File: src/rtl/ctrl_port_pkg.sv
package ctrl_port_pkg;
  // strobes sent from the framing control to the register datapath
  typedef struct packed {
    logic shiftEn;   // one serial bit is valid this cycle
    logic shiftBit;  // its value
    logic commit;    // a complete, selected word must be written
  } strobe_t;

  localparam logic [1:0] ADDR_LEFT  = 2'b00;
  localparam logic [1:0] ADDR_RIGHT = 2'b01;
  localparam logic [1:0] ADDR_GEN   = 2'b10;
  localparam logic [1:0] ADDR_FMT   = 2'b11;

  localparam logic [1:0] RATE_DEFAULT = 2'b10;
endpackage

File: src/rtl/ctrl_sync.sv
module ctrl_sync #(
  parameter int WIDTH  = 4,
  parameter int STAGES = 2
) (
  input  logic             clk,
  input  logic             rst_n,
  input  logic [WIDTH-1:0] asyncIn,
  output logic [WIDTH-1:0] syncOut
);
  logic [WIDTH-1:0] stageQ [STAGES];

  for (genvar s = 0; s < STAGES; s++) begin : g_stage
    if (s == 0) begin : g_first
      always_ff @(posedge clk or negedge rst_n) begin
        if (!rst_n) stageQ[s] <= '0;
        else        stageQ[s] <= asyncIn;
      end
    end else begin : g_next
      always_ff @(posedge clk or negedge rst_n) begin
        if (!rst_n) stageQ[s] <= '0;
        else        stageQ[s] <= stageQ[s-1];
      end
    end
  end

  assign syncOut = stageQ[STAGES-1];
endmodule

File: src/rtl/ctrl_frame.sv
module ctrl_frame
  import ctrl_port_pkg::*;
#(
  parameter int WORD_BITS   = 16,
  parameter int SYNC_STAGES = 2
) (
  input  logic    clk,
  input  logic    rst_n,
  input  logic    latchIn,
  input  logic    shiftClkIn,
  input  logic    dataIn,
  input  logic    chipSelN,
  output strobe_t strobes
);
  localparam int CNT_W = $clog2(WORD_BITS + 2);
  localparam logic [CNT_W-1:0] CNT_FULL = CNT_W'(WORD_BITS);
  localparam logic [CNT_W-1:0] CNT_OVER = CNT_W'(WORD_BITS + 1);

  logic latchS, shiftClkS, dataS, csS;
  logic latchPrev, shiftClkPrev;
  logic latchEdge, latchRise, shiftRise;
  logic [CNT_W-1:0] bitCount;

  ctrl_sync #(.WIDTH(4), .STAGES(SYNC_STAGES)) sync_i (
    .clk    (clk),
    .rst_n  (rst_n),
    .asyncIn({latchIn, shiftClkIn, dataIn, chipSelN}),
    .syncOut({latchS, shiftClkS, dataS, csS})
  );

  always_ff @(posedge clk or negedge rst_n) begin
    if (!rst_n) begin
      latchPrev    <= 1'b0;
      shiftClkPrev <= 1'b0;
    end else begin
      latchPrev    <= latchS;
      shiftClkPrev <= shiftClkS;
    end
  end

  assign latchEdge = latchS ^ latchPrev;
  assign latchRise = latchS & ~latchPrev;
  assign shiftRise = shiftClkS & ~shiftClkPrev;

  // counter restarts on either latch edge and saturates one past a full word
  always_ff @(posedge clk or negedge rst_n) begin
    if (!rst_n)                               bitCount <= '0;
    else if (latchEdge)                       bitCount <= '0;
    else if (shiftRise && bitCount != CNT_OVER) bitCount <= bitCount + 1'b1;
  end

  always_comb begin
    strobes.shiftEn  = shiftRise;
    strobes.shiftBit = dataS;
    strobes.commit   = latchRise && (bitCount == CNT_FULL) && !csS;
  end


  cnt_bound_chk: assert property (@(posedge clk) disable iff (!rst_n)
    bitCount <= CNT_OVER);


  cnt_restart_chk: assert property (@(posedge clk) disable iff (!rst_n)
    latchEdge |=> bitCount == '0);
endmodule

File: src/rtl/ctrl_regs.sv
module ctrl_regs
  import ctrl_port_pkg::*;
#(
  parameter int ATTN_W   = 8,
  parameter int ADDR_LSB = 9
) (
  input  logic              clk,
  input  logic              rst_n,
  input  strobe_t           strobes,
  output logic [ATTN_W-1:0] attnLeft,
  output logic              loadLeft,
  output logic [ATTN_W-1:0] attnRight,
  output logic              loadRight,
  output logic              softMute,
  output logic              deemphOn,
  output logic              dacOff,
  output logic [1:0]        wordSel,
  output logic              zeroDetEn,
  output logic [1:0]        deemphRate,
  output logic              clkHalf,
  output logic              invertOut,
  output logic              slowRolloff,
  output logic              commonAttn,
  output logic              lrPolarity,
  output logic              i2sFmt
);
  // only the address and the field bits are kept; older bits fall off the top
  localparam int KEEP_W   = ADDR_LSB + 2;
  localparam int LOAD_BIT = ATTN_W;

  logic [KEEP_W-1:0] shiftReg;
  logic [1:0]        wordAddr;
  logic [ATTN_W-1:0] attnQ [2];
  logic [1:0]        loadQ;
  logic [4:0]        genQ;
  logic [8:0]        fmtQ;

  always_ff @(posedge clk or negedge rst_n) begin
    if (!rst_n)               shiftReg <= '0;
    else if (strobes.shiftEn) shiftReg <= {shiftReg[KEEP_W-2:0], strobes.shiftBit};
  end

  assign wordAddr = shiftReg[ADDR_LSB +: 2];

  for (genvar ch = 0; ch < 2; ch++) begin : g_chan
    always_ff @(posedge clk or negedge rst_n) begin
      if (!rst_n) begin
        attnQ[ch] <= '1;
        loadQ[ch] <= 1'b0;
      end else if (strobes.commit && wordAddr == 2'(ch)) begin
        attnQ[ch] <= shiftReg[ATTN_W-1:0];
        loadQ[ch] <= shiftReg[LOAD_BIT];
      end
    end
  end

  always_ff @(posedge clk or negedge rst_n) begin
    if (!rst_n)                                      genQ <= '0;
    else if (strobes.commit && wordAddr == ADDR_GEN) genQ <= shiftReg[4:0];
  end

  always_ff @(posedge clk or negedge rst_n) begin
    if (!rst_n)                                      fmtQ <= {1'b0, RATE_DEFAULT, 6'b0};
    else if (strobes.commit && wordAddr == ADDR_FMT) fmtQ <= shiftReg[8:0];
  end

  assign attnLeft    = attnQ[0];
  assign loadLeft    = loadQ[0];
  assign attnRight   = attnQ[1];
  assign loadRight   = loadQ[1];
  assign softMute    = genQ[0];
  assign deemphOn    = genQ[1];
  assign dacOff      = genQ[2];
  assign wordSel     = genQ[4:3];
  assign i2sFmt      = fmtQ[0];
  assign lrPolarity  = fmtQ[1];
  assign commonAttn  = fmtQ[2];
  assign slowRolloff = fmtQ[3];
  assign invertOut   = fmtQ[4];
  assign clkHalf     = fmtQ[5];
  assign deemphRate  = fmtQ[7:6];
  assign zeroDetEn   = fmtQ[8];


  hold_no_commit_chk: assert property (@(posedge clk) disable iff (!rst_n)
    !strobes.commit |=> $stable({attnLeft, loadLeft, attnRight, loadRight,
                                 genQ, fmtQ}));


  left_write_chk: assert property (@(posedge clk) disable iff (!rst_n)
    (strobes.commit && wordAddr == ADDR_LEFT) |=>
      attnLeft == $past(shiftReg[ATTN_W-1:0]) && loadLeft == $past(shiftReg[LOAD_BIT]));


  rate_write_chk: assert property (@(posedge clk) disable iff (!rst_n)
    (strobes.commit && wordAddr == ADDR_FMT) |=> deemphRate == $past(shiftReg[7:6]));


  right_kept_chk: assert property (@(posedge clk) disable iff (!rst_n)
    (strobes.commit && wordAddr != ADDR_RIGHT) |=> $stable({attnRight, loadRight}));
endmodule

File: src/rtl/ctrl_serial_port.sv
module ctrl_serial_port
  import ctrl_port_pkg::*;
#(
  parameter int WORD_BITS   = 16,
  parameter int SYNC_STAGES = 2,
  parameter int ATTN_W      = 8,
  parameter int ADDR_LSB    = 9
) (
  input  logic              clk,
  input  logic              rst_n,
  input  logic              latchIn,
  input  logic              shiftClkIn,
  input  logic              dataIn,
  input  logic              chipSelN,
  output logic [ATTN_W-1:0] attnLeft,
  output logic              loadLeft,
  output logic [ATTN_W-1:0] attnRight,
  output logic              loadRight,
  output logic              softMute,
  output logic              deemphOn,
  output logic              dacOff,
  output logic [1:0]        wordSel,
  output logic              zeroDetEn,
  output logic [1:0]        deemphRate,
  output logic              clkHalf,
  output logic              invertOut,
  output logic              slowRolloff,
  output logic              commonAttn,
  output logic              lrPolarity,
  output logic              i2sFmt
);
  strobe_t strobes;

  ctrl_frame #(.WORD_BITS(WORD_BITS), .SYNC_STAGES(SYNC_STAGES)) frame_i (
    .clk       (clk),
    .rst_n     (rst_n),
    .latchIn   (latchIn),
    .shiftClkIn(shiftClkIn),
    .dataIn    (dataIn),
    .chipSelN  (chipSelN),
    .strobes   (strobes)
  );

  ctrl_regs #(.ATTN_W(ATTN_W), .ADDR_LSB(ADDR_LSB)) regs_i (
    .clk        (clk),
    .rst_n      (rst_n),
    .strobes    (strobes),
    .attnLeft   (attnLeft),
    .loadLeft   (loadLeft),
    .attnRight  (attnRight),
    .loadRight  (loadRight),
    .softMute   (softMute),
    .deemphOn   (deemphOn),
    .dacOff     (dacOff),
    .wordSel    (wordSel),
    .zeroDetEn  (zeroDetEn),
    .deemphRate (deemphRate),
    .clkHalf    (clkHalf),
    .invertOut  (invertOut),
    .slowRolloff(slowRolloff),
    .commonAttn (commonAttn),
    .lrPolarity (lrPolarity),
    .i2sFmt     (i2sFmt)
  );
endmodule

File: config.mk
export PLATFORM = sky130hd
export DESIGN_NAME = ctrl_serial_port
export DESIGN_NICKNAME = d
export VERILOG_FILES = /design/src/rtl/ctrl_port_pkg.sv /design/src/rtl/ctrl_sync.sv /design/src/rtl/ctrl_frame.sv /design/src/rtl/ctrl_regs.sv /design/src/rtl/ctrl_serial_port.sv
export SDC_FILE = /design/constraint.sdc
export NUM_CORES = 1
export LEC_CHECK = 0
export ABC_AREA = 1
export CAP_MARGIN = 40
export CELL_PAD_IN_SITES_DETAIL_PLACEMENT = 1
export CELL_PAD_IN_SITES_GLOBAL_PLACEMENT = 2
export CORE_MARGIN = 4
export CORE_UTILIZATION = 33
export DETAILED_ROUTE_END_ITERATION = 10
export HOLD_SLACK_MARGIN = 0.05
export PLACE_DENSITY = 0.85
export SYNTH_ARGS = -nofsm -noshare
export SYNTH_HDL_FRONTEND = slang
export SYNTH_SLANG_ARGS = --single-unit
File: constraint.sdc
create_clock -name clk -period 2 [get_ports clk]
set_input_delay 0.3 -clock clk [delete_from_list [all_inputs] [get_ports clk]]
set_output_delay 0.3 -clock clk [all_outputs]
set_load 0.005 [all_outputs]
# --- Word-level counts from Yosys, hierarchy flattened ---
# Index checks and enable logic that the tools add are counted.
classes:
  add_sub_neg: 1
  n_eq_ne: 5
  mux: 2
  bitwise_logic: 5
  reduce_logical: 10
ops:
  columns: ["operator", "count"]
  rows:
  - ["two-way mux 5 bit", 2]
  - ["logical AND 1 bit", 7]
  - ["adder 5 x 1 -> 5 bit, second input constant", 1]
  - ["== test 5 bit, second input constant", 1]
  - ["inequality test 5 bit, second input constant", 1]
  - ["== test 2 bit, second input constant", 2]
  - ["AND 1 bit", 2]
  - ["== test 2 x 1 -> 1 bit, second input constant", 1]
  - ["logical NOT 2 bit", 1]
  - ["NOT 1 bit", 2]
  - ["nonzero test 2 bit", 1]
  - ["logical NOT 1 bit", 1]
  - ["XOR 1 bit", 1]
totals:
  ff_bits: 58
  input_bits: 6
  out_inout_bits: 32
  word_cells: 35

# --- Longest topological paths before layout ---
# Gate-level depths: netlist (run 1).
depth:
  word_depth: 5
  mapped_depth: 9
  ltp_nobuf: 9

# --- By module ---
# From an unflattened synthesis (run 1), not the netlist that was laid out.
unflattened:
  hier_cells: 253
  area_unflattened_um2: 2526.2
by_module_without_submodules:
  columns: ["mod", "instances", "cells_per_inst", "area_per_inst_um2", "seq_area_each_um2"]
  rows:
  - ["ctrl_regs", 1, 185, 1838.0, 1097.3]
  - ["ctrl_frame", 1, 56, 457.9, 175.2]
  - ["ctrl_sync", 1, 12, 230.2, 200.2]

# --- Worst setup path before layout (run 1) ---
# Ideal clock, no wire load.
synth_timing:
  path_type: "register to register"
  from: "register frame_i.bitCount[0]"
  to: "register regs_i.genQ[0]"
  setup_time_ns: 0.118
  arrival_time_ns: 1.359
  required_time_ns: 1.882
  path_slack_ns: 0.524
  path_stages_with_launch: 8
  n_path_buf: 0
  period_less_slack_ns: 1.476
  cell_sequence: "dfrtp_1 > inv_1 > ha_1 > nand2_1 > nor3_4 > nand3_1 > nand2_1 > nand2_1"
synth_between:
  elab_chain_cells: 4
synth_lines:
  columns: ["item", "line", "rtl"]
  rows:
  - ["start, declared", "ctrl_frame.sv:22", "logic [CNT_W-1:0] bitCount;"]
  - ["start signal, assigned", "ctrl_frame.sv:49", "else if (shiftRise && bitCount != CNT_OVER) bitCount <= bitCount + 1'b1;"]
  - ["== test 5 bit", "ctrl_frame.sv:55", "strobes.commit = latchRise && (bitCount == CNT_FULL) && !csS;"]
  - ["logical AND 1 bit (2 in series)", "ctrl_frame.sv:55", null]
  - ["logical AND 1 bit", "ctrl_regs.sv:59", "else if (strobes.commit && wordAddr == ADDR_GEN) genQ <= shiftReg[4:0];"]
  - ["end signal, assigned", "ctrl_regs.sv:59", null]
  - ["end, declared", "ctrl_regs.sv:35", "logic [4:0] genQ;"]
# Every way passes these cells.
# A chain may end at the register's enable or synchronous reset.

# --- Worst setup path after layout (run 1) ---
layout_timing:
  from: "register regs_i.attnQ (netlist bit regs_i.attnLeft[2])"
  to: "output port attnLeft[2]"
layout_rtl:
  columns: ["item", "line", "rtl"]
  rows:
  - ["start, declared", "ctrl_regs.sv:33", "logic [ATTN_W-1:0] attnQ [2];"]
  - ["start signal, assigned by index", "ctrl_regs.sv:51", "attnQ[ch] <= shiftReg[ATTN_W-1:0];"]
  - ["end, declared", "ctrl_serial_port.sv:15", "output logic [ATTN_W-1:0] attnLeft,"]
# No word-level cell between the ends.

==> results.yml, run 1 <==
drt:
  viasPerCell: 4.73
  drc: 0
  wl_met2_um: 2680
  drt_wl_total_um: 5750
  dr.max_layer_used: "met4"
  route.met3.wl_um: 184
  first_iter_violations: 81
  vias: 1889
  first_pass_iters: 4
  wire_per_inst_um: 14.4
  m1WireLength_um: 2810
  antenna_left: 0
timing:
  period_share: 0.833
  tightestPinTransition_ns: 0.650
  rsz0062_at_grt: "no"
  max_freq_ghz: 0.600
  setup_slack_ns: 0.333
  final_hold_viol_count: 0
  slew_violations: 0
  relSlewSlack: 0.565
  finalSetupTns_ns: 0
  period_needed_ns: 1.67
  finalClockSkew_ns: 0.00679
  finalSetupViolations: 0
  whs_ns: 0.354
synth:
  synth_top_area_cell: "dfrtp_1"
  yosysSeqAreaShare: 0.609
  ys_ff_latch: 58
  ys_top_cells_by_area: "dfrtp_1, dfstp_2, nand2_1"
  synth_cell_types: 19
  syn_nets: 262
  syn-cell-area_sq_um: 2420
  synth_cells: 252
  yosysWarnings: 0
  avgSynthCellArea_sq_um: 9.59
  post-synth-top-area-fraction: 0.424
power:
  p_clk_frac: 0.424
  p_int_w: 0.00190
  p_seq_frac: 0.513
  vdd_drop_max_v: 0.000393
  power_frac_comb: 0.063
  powerDensity_nw_per_um2: 824
  p_leak_nw: 1.51
  swShare: 0.261
  p_sw_w: 0.000673
setup_path:
  critical_path_arrival_ns: 1.37
  worst-r2r-setup-slack_ns: 0.37
  endpoint_kind: "output pin"
  cp_slowest_cell: "dfstp_2"
  crit_path_cell_trace: "clkdlybuf4s50_1"
  reg2regPathDepth: 8
  crit_start: "regs_i.attnLeft[2]$_DFFE_PN1P_"
  cp-start-kind: "register"
  r2r_start: "frame_i.bitCount[0]$_DFFE_PN0P_"
  worstSetupPathDepth: 1
  cp_slowest_stage_delay_ns: 0.54
  critPathMaxFanout: 2
  critPathKind: "register to output pin"
  path_buf_inv: 1
  crit_family: "flip-flops"
  required_ns: 1.70
  crit_end: "attnLeft[2]"
  reg2reg_to: "regs_i.loadLeft$_DFFE_PN0P_"
run:
  maxCapViolCount: 0
global_route:
  antenna_found_initial: 0
  grt_pass1_wl_um: 9520
  grt_usage: 0.142
  grt_pass1_vias: 1908
  gr-total-overflow: 0
  grt_max_degree: 44
final_layout:
  mostFrequentLayoutCell: "nand2_1"
  fillerInstances: 798
  final_cells: 399
  diodes: 0
  most-common-layout-cells: "nand2_1, dfrtp_1, clkdlybuf4s50_1"
  fin_area_sq_um: 3120
  final_layout_size_suffix_gt1_frac: 0.155
  synthToLayoutAreaGrowth_pct: 29.2
  nNetsFinal: 308
clock_tree:
  cts_resized: 0
  cts_buffer_depth: 2
  clock_sinks: 58
  cts_tree: "built"
  htreeDepth: 3
  clk_latency_ns: 0.33
  clk_pin_slew_ns: 0.07
  cts_made_buffers: 9
  cts-root-buf: "clkbuf_8"
die:
  chipHeight_um: 93.6
  die_area_sq_um: 8760
  rows: 30
  core-area_sq_um: 6940
  ios: 38
  start_util: 0.348
  die_x_um: 93.6
place:
  port-buffer-count: 37
  pre_cts_ws_ns: 0.368
  hpwl_um: 3980
  routabilityCongestion: 0.775
  placed_cells: 382
  placed_area_sq_um: 2910
min_path:
  hp-class: "register to register"
status:
  status: "finished, final reports clean"
cell type report:
class,count,area (sq um),area share
Clock buffer,12,188,0.0601
Clock inverter,4,20.0,0.00641
Inverter,13,48.8,0.0156
Multi-Input combinational cell,172,830,0.266
Sequential cell,58,1470,0.471
Tap cell,96,120,0.0384
Timing Repair Buffer,44,445,0.143
synthesized netlist by cell type (all sizes together):
cell type  count
inv           11
ha             4
buf            3
xor2           1
clkbuf         6
o21ai          2
nor2           6
nand3         15
nand2        109
dfrtp         41
dfstp         17
clkinv         2
nor3           1
nand4         34
routing by layer:
layer,global-route usage,vias up
met3,0.0362,7
met5,0,-
li1,-,926
met1,0.198,928
met2,0.208,28
met4,0.0614,0
per-stage QoR:
stage          utilization  power, W
2_1_floorplan            -   0.00140
3_3_place_gp         0.419   0.00149
3_5_place_dp         0.419   0.00150
4_1_cts              0.450   0.00261
5_1_grt              0.450   0.00271
6_report             0.450   0.00258
registers in the layout (all words and copies together), names as in the netlist, 4 cells and up:
name / cells
frame_i.bitCount: 5
regs_i.fmtQ: 9
regs_i.attnRight: 8
regs_i.shiftReg: 11
regs_i.genQ: 5
regs_i.attnLeft: 8
frame_i.sync_i.stageQ: 4
frame_i.sync_i.syncOut: 4
cell families (layout without fill, tap and decap cells):
kind of cell,after synthesis,after routing,share of synthesized area
compound gates,2,2,0.00414
xor+xnor,1,1,0.00362
fa+ha+maj,4,4,0.0207
buf+inv,22,73,0.0476
flops,58,58,0.609
simple gates,165,165,0.315
power groups by stage:
stage | Combinational (W) | Clock, W | Sequential [W]
after global routing | 0.000191 | 0.00120 | 0.00133
after global placement | 0.000157 | 0 | 0.00134
final | 0.000163 | 0.00109 | 0.00132
after floorplan | 0.0000989 | 0 | 0.00130
after CTS | 0.000166 | 0.00112 | 0.00132
after detailed placement | 0.000164 | 0 | 0.00134
worst min-delay path by stage:
stage	startpoint	to	slack, ns	cells after the start
floorplan	rst_n	frame_i.bitCount[0]$_DFFE_PN0P_	0.004	0
global placement	rst_n	frame_i.sync_i.stageQ[4]$_DFF_PN0_	0.24	1
detailed placement	rst_n	frame_i.sync_i.syncOut[0]$_DFF_PN0_	0.25	1
CTS	frame_i.sync_i.stageQ[5]$_DFF_PN0_	frame_i.sync_i.syncOut[1]$_DFF_PN0_	0.35	0
global route	frame_i.sync_i.stageQ[7]$_DFF_PN0_	frame_i.sync_i.syncOut[3]$_DFF_PN0_	0.35	0
finish	frame_i.sync_i.stageQ[7]$_DFF_PN0_	frame_i.sync_i.syncOut[3]$_DFF_PN0_	0.35	0
what timing repair did:
action	CTS	global route
hold buffers	1	0
hold endpoints to repair	15	0
setup endpoints to repair	0	0
setup buffers	0	0
(Power assumes the default switching activity.)
==> run 2: changes to the inputs <==
--- a/config.mk
+++ b/config.mk
@@ -10,10 +10,10 @@
 export CELL_PAD_IN_SITES_DETAIL_PLACEMENT = 1
 export CELL_PAD_IN_SITES_GLOBAL_PLACEMENT = 2
 export CORE_MARGIN = 4
-export CORE_UTILIZATION = 33
+export CORE_UTILIZATION = 30
 export DETAILED_ROUTE_END_ITERATION = 10
 export HOLD_SLACK_MARGIN = 0.05
-export PLACE_DENSITY = 0.85
+export PLACE_DENSITY = 0.81
 export SYNTH_ARGS = -nofsm -noshare
 export SYNTH_HDL_FRONTEND = slang
 export SYNTH_SLANG_ARGS = --single-unit
==> constraint.sdc (replaced) <==
create_clock -name clk -period 1.4 [get_ports clk]
set_input_delay 0.21 -clock clk [delete_from_list [all_inputs] [get_ports clk]]
set_output_delay 0.21 -clock clk [all_outputs]
set_load 0.005 [all_outputs]
==> results.yml, run 2 (synthesis gave the netlist of run 1 again) <==
status:
  status: "finished with violations"
  failed_checks: "setup timing"
clock_tree:
  cts-root-buf: "clkbuf_8"
  clk_pin_slew_ns: 0.06
  cts_made_buffers: 9
  clock_sinks: 58
  clk_latency_ns: 0.34
  htreeDepth: 3
  cts_tree: "built"
  cts_buffer_depth: 2
drt:
  viasPerCell: 4.70
  first_iter_violations: 77
  drc: 0
  vias: 2021
  antenna_left: 0
  first_pass_iters: 4
  drt_wl_total_um: 6360
  wire_per_inst_um: 14.8
place:
  routabilityCongestion: 0.722
  placed_cells: 393
  hpwl_um: 3780
  port-buffer-count: 37
  pre_cts_ws_ns: -0.105
final_layout:
  synthToLayoutAreaGrowth_pct: 44.6
  nNetsFinal: 333
  diodes: 0
  fillerInstances: 885
  most-common-layout-cells: "nand2_1, dfrtp_1, nand4_1"
  reg_top3: "regs_i.shiftReg x11, regs_i.fmtQ x9"
  regMostFlops: "regs_i.shiftReg"
  mostFrequentLayoutCell: "nand2_1"
  final_layout_size_suffix_gt1_frac: 0.302
  largest_reg_flops: 11
  final_cells: 430
timing:
  slew_violations: 0
  final_hold_viol_count: 0
  rsz0062_at_grt: "yes"
  period_share: 1.07
  relSlewSlack: 0.675
  tightestPinTransition_ns: 0.486
  finalSetupViolations: 30
  finalClockSkew_ns: 0.00761
  period_needed_ns: 1.50
  max_freq_ghz: 0.669
  setup_slack_ns: -0.0952
power:
  total_power_w: 0.00383
  powerDensity_nw_per_um2: 1100
  p_clk_frac: 0.423
  p_leak_nw: 1.84
  p_seq_frac: 0.493
  vdd_drop_max_v: 0.000508
  p_sw_w: 0.000992
  power_frac_comb: 0.084
  swShare: 0.259
  p_int_w: 0.00284
setup_path:
  endpoint_kind: "register"
  required_ns: 1.62
  cp-start-kind: "register"
  worst-r2r-setup-slack_ns: -0.1
  critPathMaxFanout: 6
  critical_path_arrival_ns: 1.71
  critPathKind: "register to register"
  reg2regPathDepth: 9
  r2r_start: "frame_i.bitCount[1]$_DFFE_PN0P_"
  reg2reg_to: "regs_i.fmtQ[5]$_DFFE_PN0P_"
global_route:
  grt_pass1_wl_um: 10100
  antenna_found_initial: 0
  gr-total-overflow: 0
  grt_pass1_vias: 1977
  grt_usage: 0.133
  grt_max_degree: 59
die:
  die_area_sq_um: 9560
  die_x_um: 97.8
  ios: 38
  core-area_sq_um: 7770
  chipHeight_um: 97.8
  rows: 32
  start_util: 0.311
min_path:
  whs_path_depth: 1
  whs_endpoint: "frame_i.sync_i.stageQ[6]$_DFF_PN0_"
  hold_path.startpoint: "shiftClkIn"
  hp-class: "input port to register"
run:
  maxCapViolCount: 0
-- run 2: cell count changes in the layout (fill, tap and decap cells not counted), sizes merged, moves of 2 or more --
cell           before  now
buf                 7   29
clkbuf             12   14
clkdlybuf4s50      36    4
clkinv              6    2
dlygate4sd2         0   30
dlymetal6s2s        0    2
nand3              15   18
-- run 2: critical path, cell delays in order, from the launching register on --
cell and delay [ns]:
dfrtp_1 0.39, inv_2 0.09, ha_4 0.14, nand2_4 0.05
nor3_4 0.16, buf_12 0.15, buf_12 0.13, nand3_4 0.12
nand2_2 0.10, nand2_2 0.05
-- run 2: metrics by stage --
stage / instance area [sq um] / hold WS [ns] / utilization / TNS [ns]
after floorplan: 2420 / -0.0856 / - / -1.70
after global placement: 2970 / 0.235 / 0.382 / -0.528
final: 3490 / 0.302 / 0.450 / -1.27
after global routing: 3490 / 0.293 / 0.450 / -4.25
after detailed placement: 2970 / 0.241 / 0.382 / -1.92
after CTS: 3330 / 0.293 / 0.428 / -0.724
-- run 2: worst max path at each step --
stage                                                from                          to  slack [ns]  depth (start not counted)
after floorplan           frame_i.bitCount[0]$_DFFE_PN0P_  regs_i.genQ[0]$_DFFE_PN0P_       -0.08                          7
after global routing      frame_i.bitCount[1]$_DFFE_PN0P_  regs_i.fmtQ[5]$_DFFE_PN0P_       -0.17                          9
after global placement    frame_i.bitCount[1]$_DFFE_PN0P_  regs_i.genQ[4]$_DFFE_PN0P_       -0.04                          8
after CTS                 frame_i.bitCount[0]$_DFFE_PN0P_  regs_i.fmtQ[6]$_DFFE_PN0P_       -0.07                          9
final                     frame_i.bitCount[1]$_DFFE_PN0P_  regs_i.fmtQ[5]$_DFFE_PN0P_        -0.1                          9
after detailed placement  frame_i.bitCount[0]$_DFFE_PN0P_  regs_i.fmtQ[6]$_DFFE_PN0P_       -0.10                          8
-- run 2: repair_timing --
action                                  4_1_cts  5_1_grt
cloned                                        2        2
pin swaps                                     7        5
resized for setup                            48       31
setup buffers                                12        5
hold buffers                                  1        0
endpoints found under the setup margin       68       39
hold endpoints to repair                     41        0
-- run 2: cell type report --
type	count	area (sq um)	share of cell area
Clock buffer	14	173	0.0494
Multi-Input combinational cell	175	1000	0.288
Timing Repair Buffer	66	631	0.180
Sequential cell	58	1470	0.421
Inverter	13	51.3	0.0147
Clock inverter	2	35.0	0.0100
Tap cell	102	128	0.0365
-- run 2: routing by layer --
metal  GRT usage  wire length (um)  up-vias
met3      0.0293               198       10
met4      0.0575                97        0
met5           0                 0        -
met2       0.206              3050       33
met1       0.179              3010      987
li1            -                 -      991
-- run 2: power by group through the flow --
stage	Combinational (W)	Clock [W]	Sequential, W
floorplan	0.000143	0	0.00186
global placement	0.000261	0	0.00191
detailed placement	0.000268	0	0.00191
CTS	0.000291	0.00166	0.00188
global route	0.000372	0.00175	0.00190
finish	0.000323	0.00162	0.00189
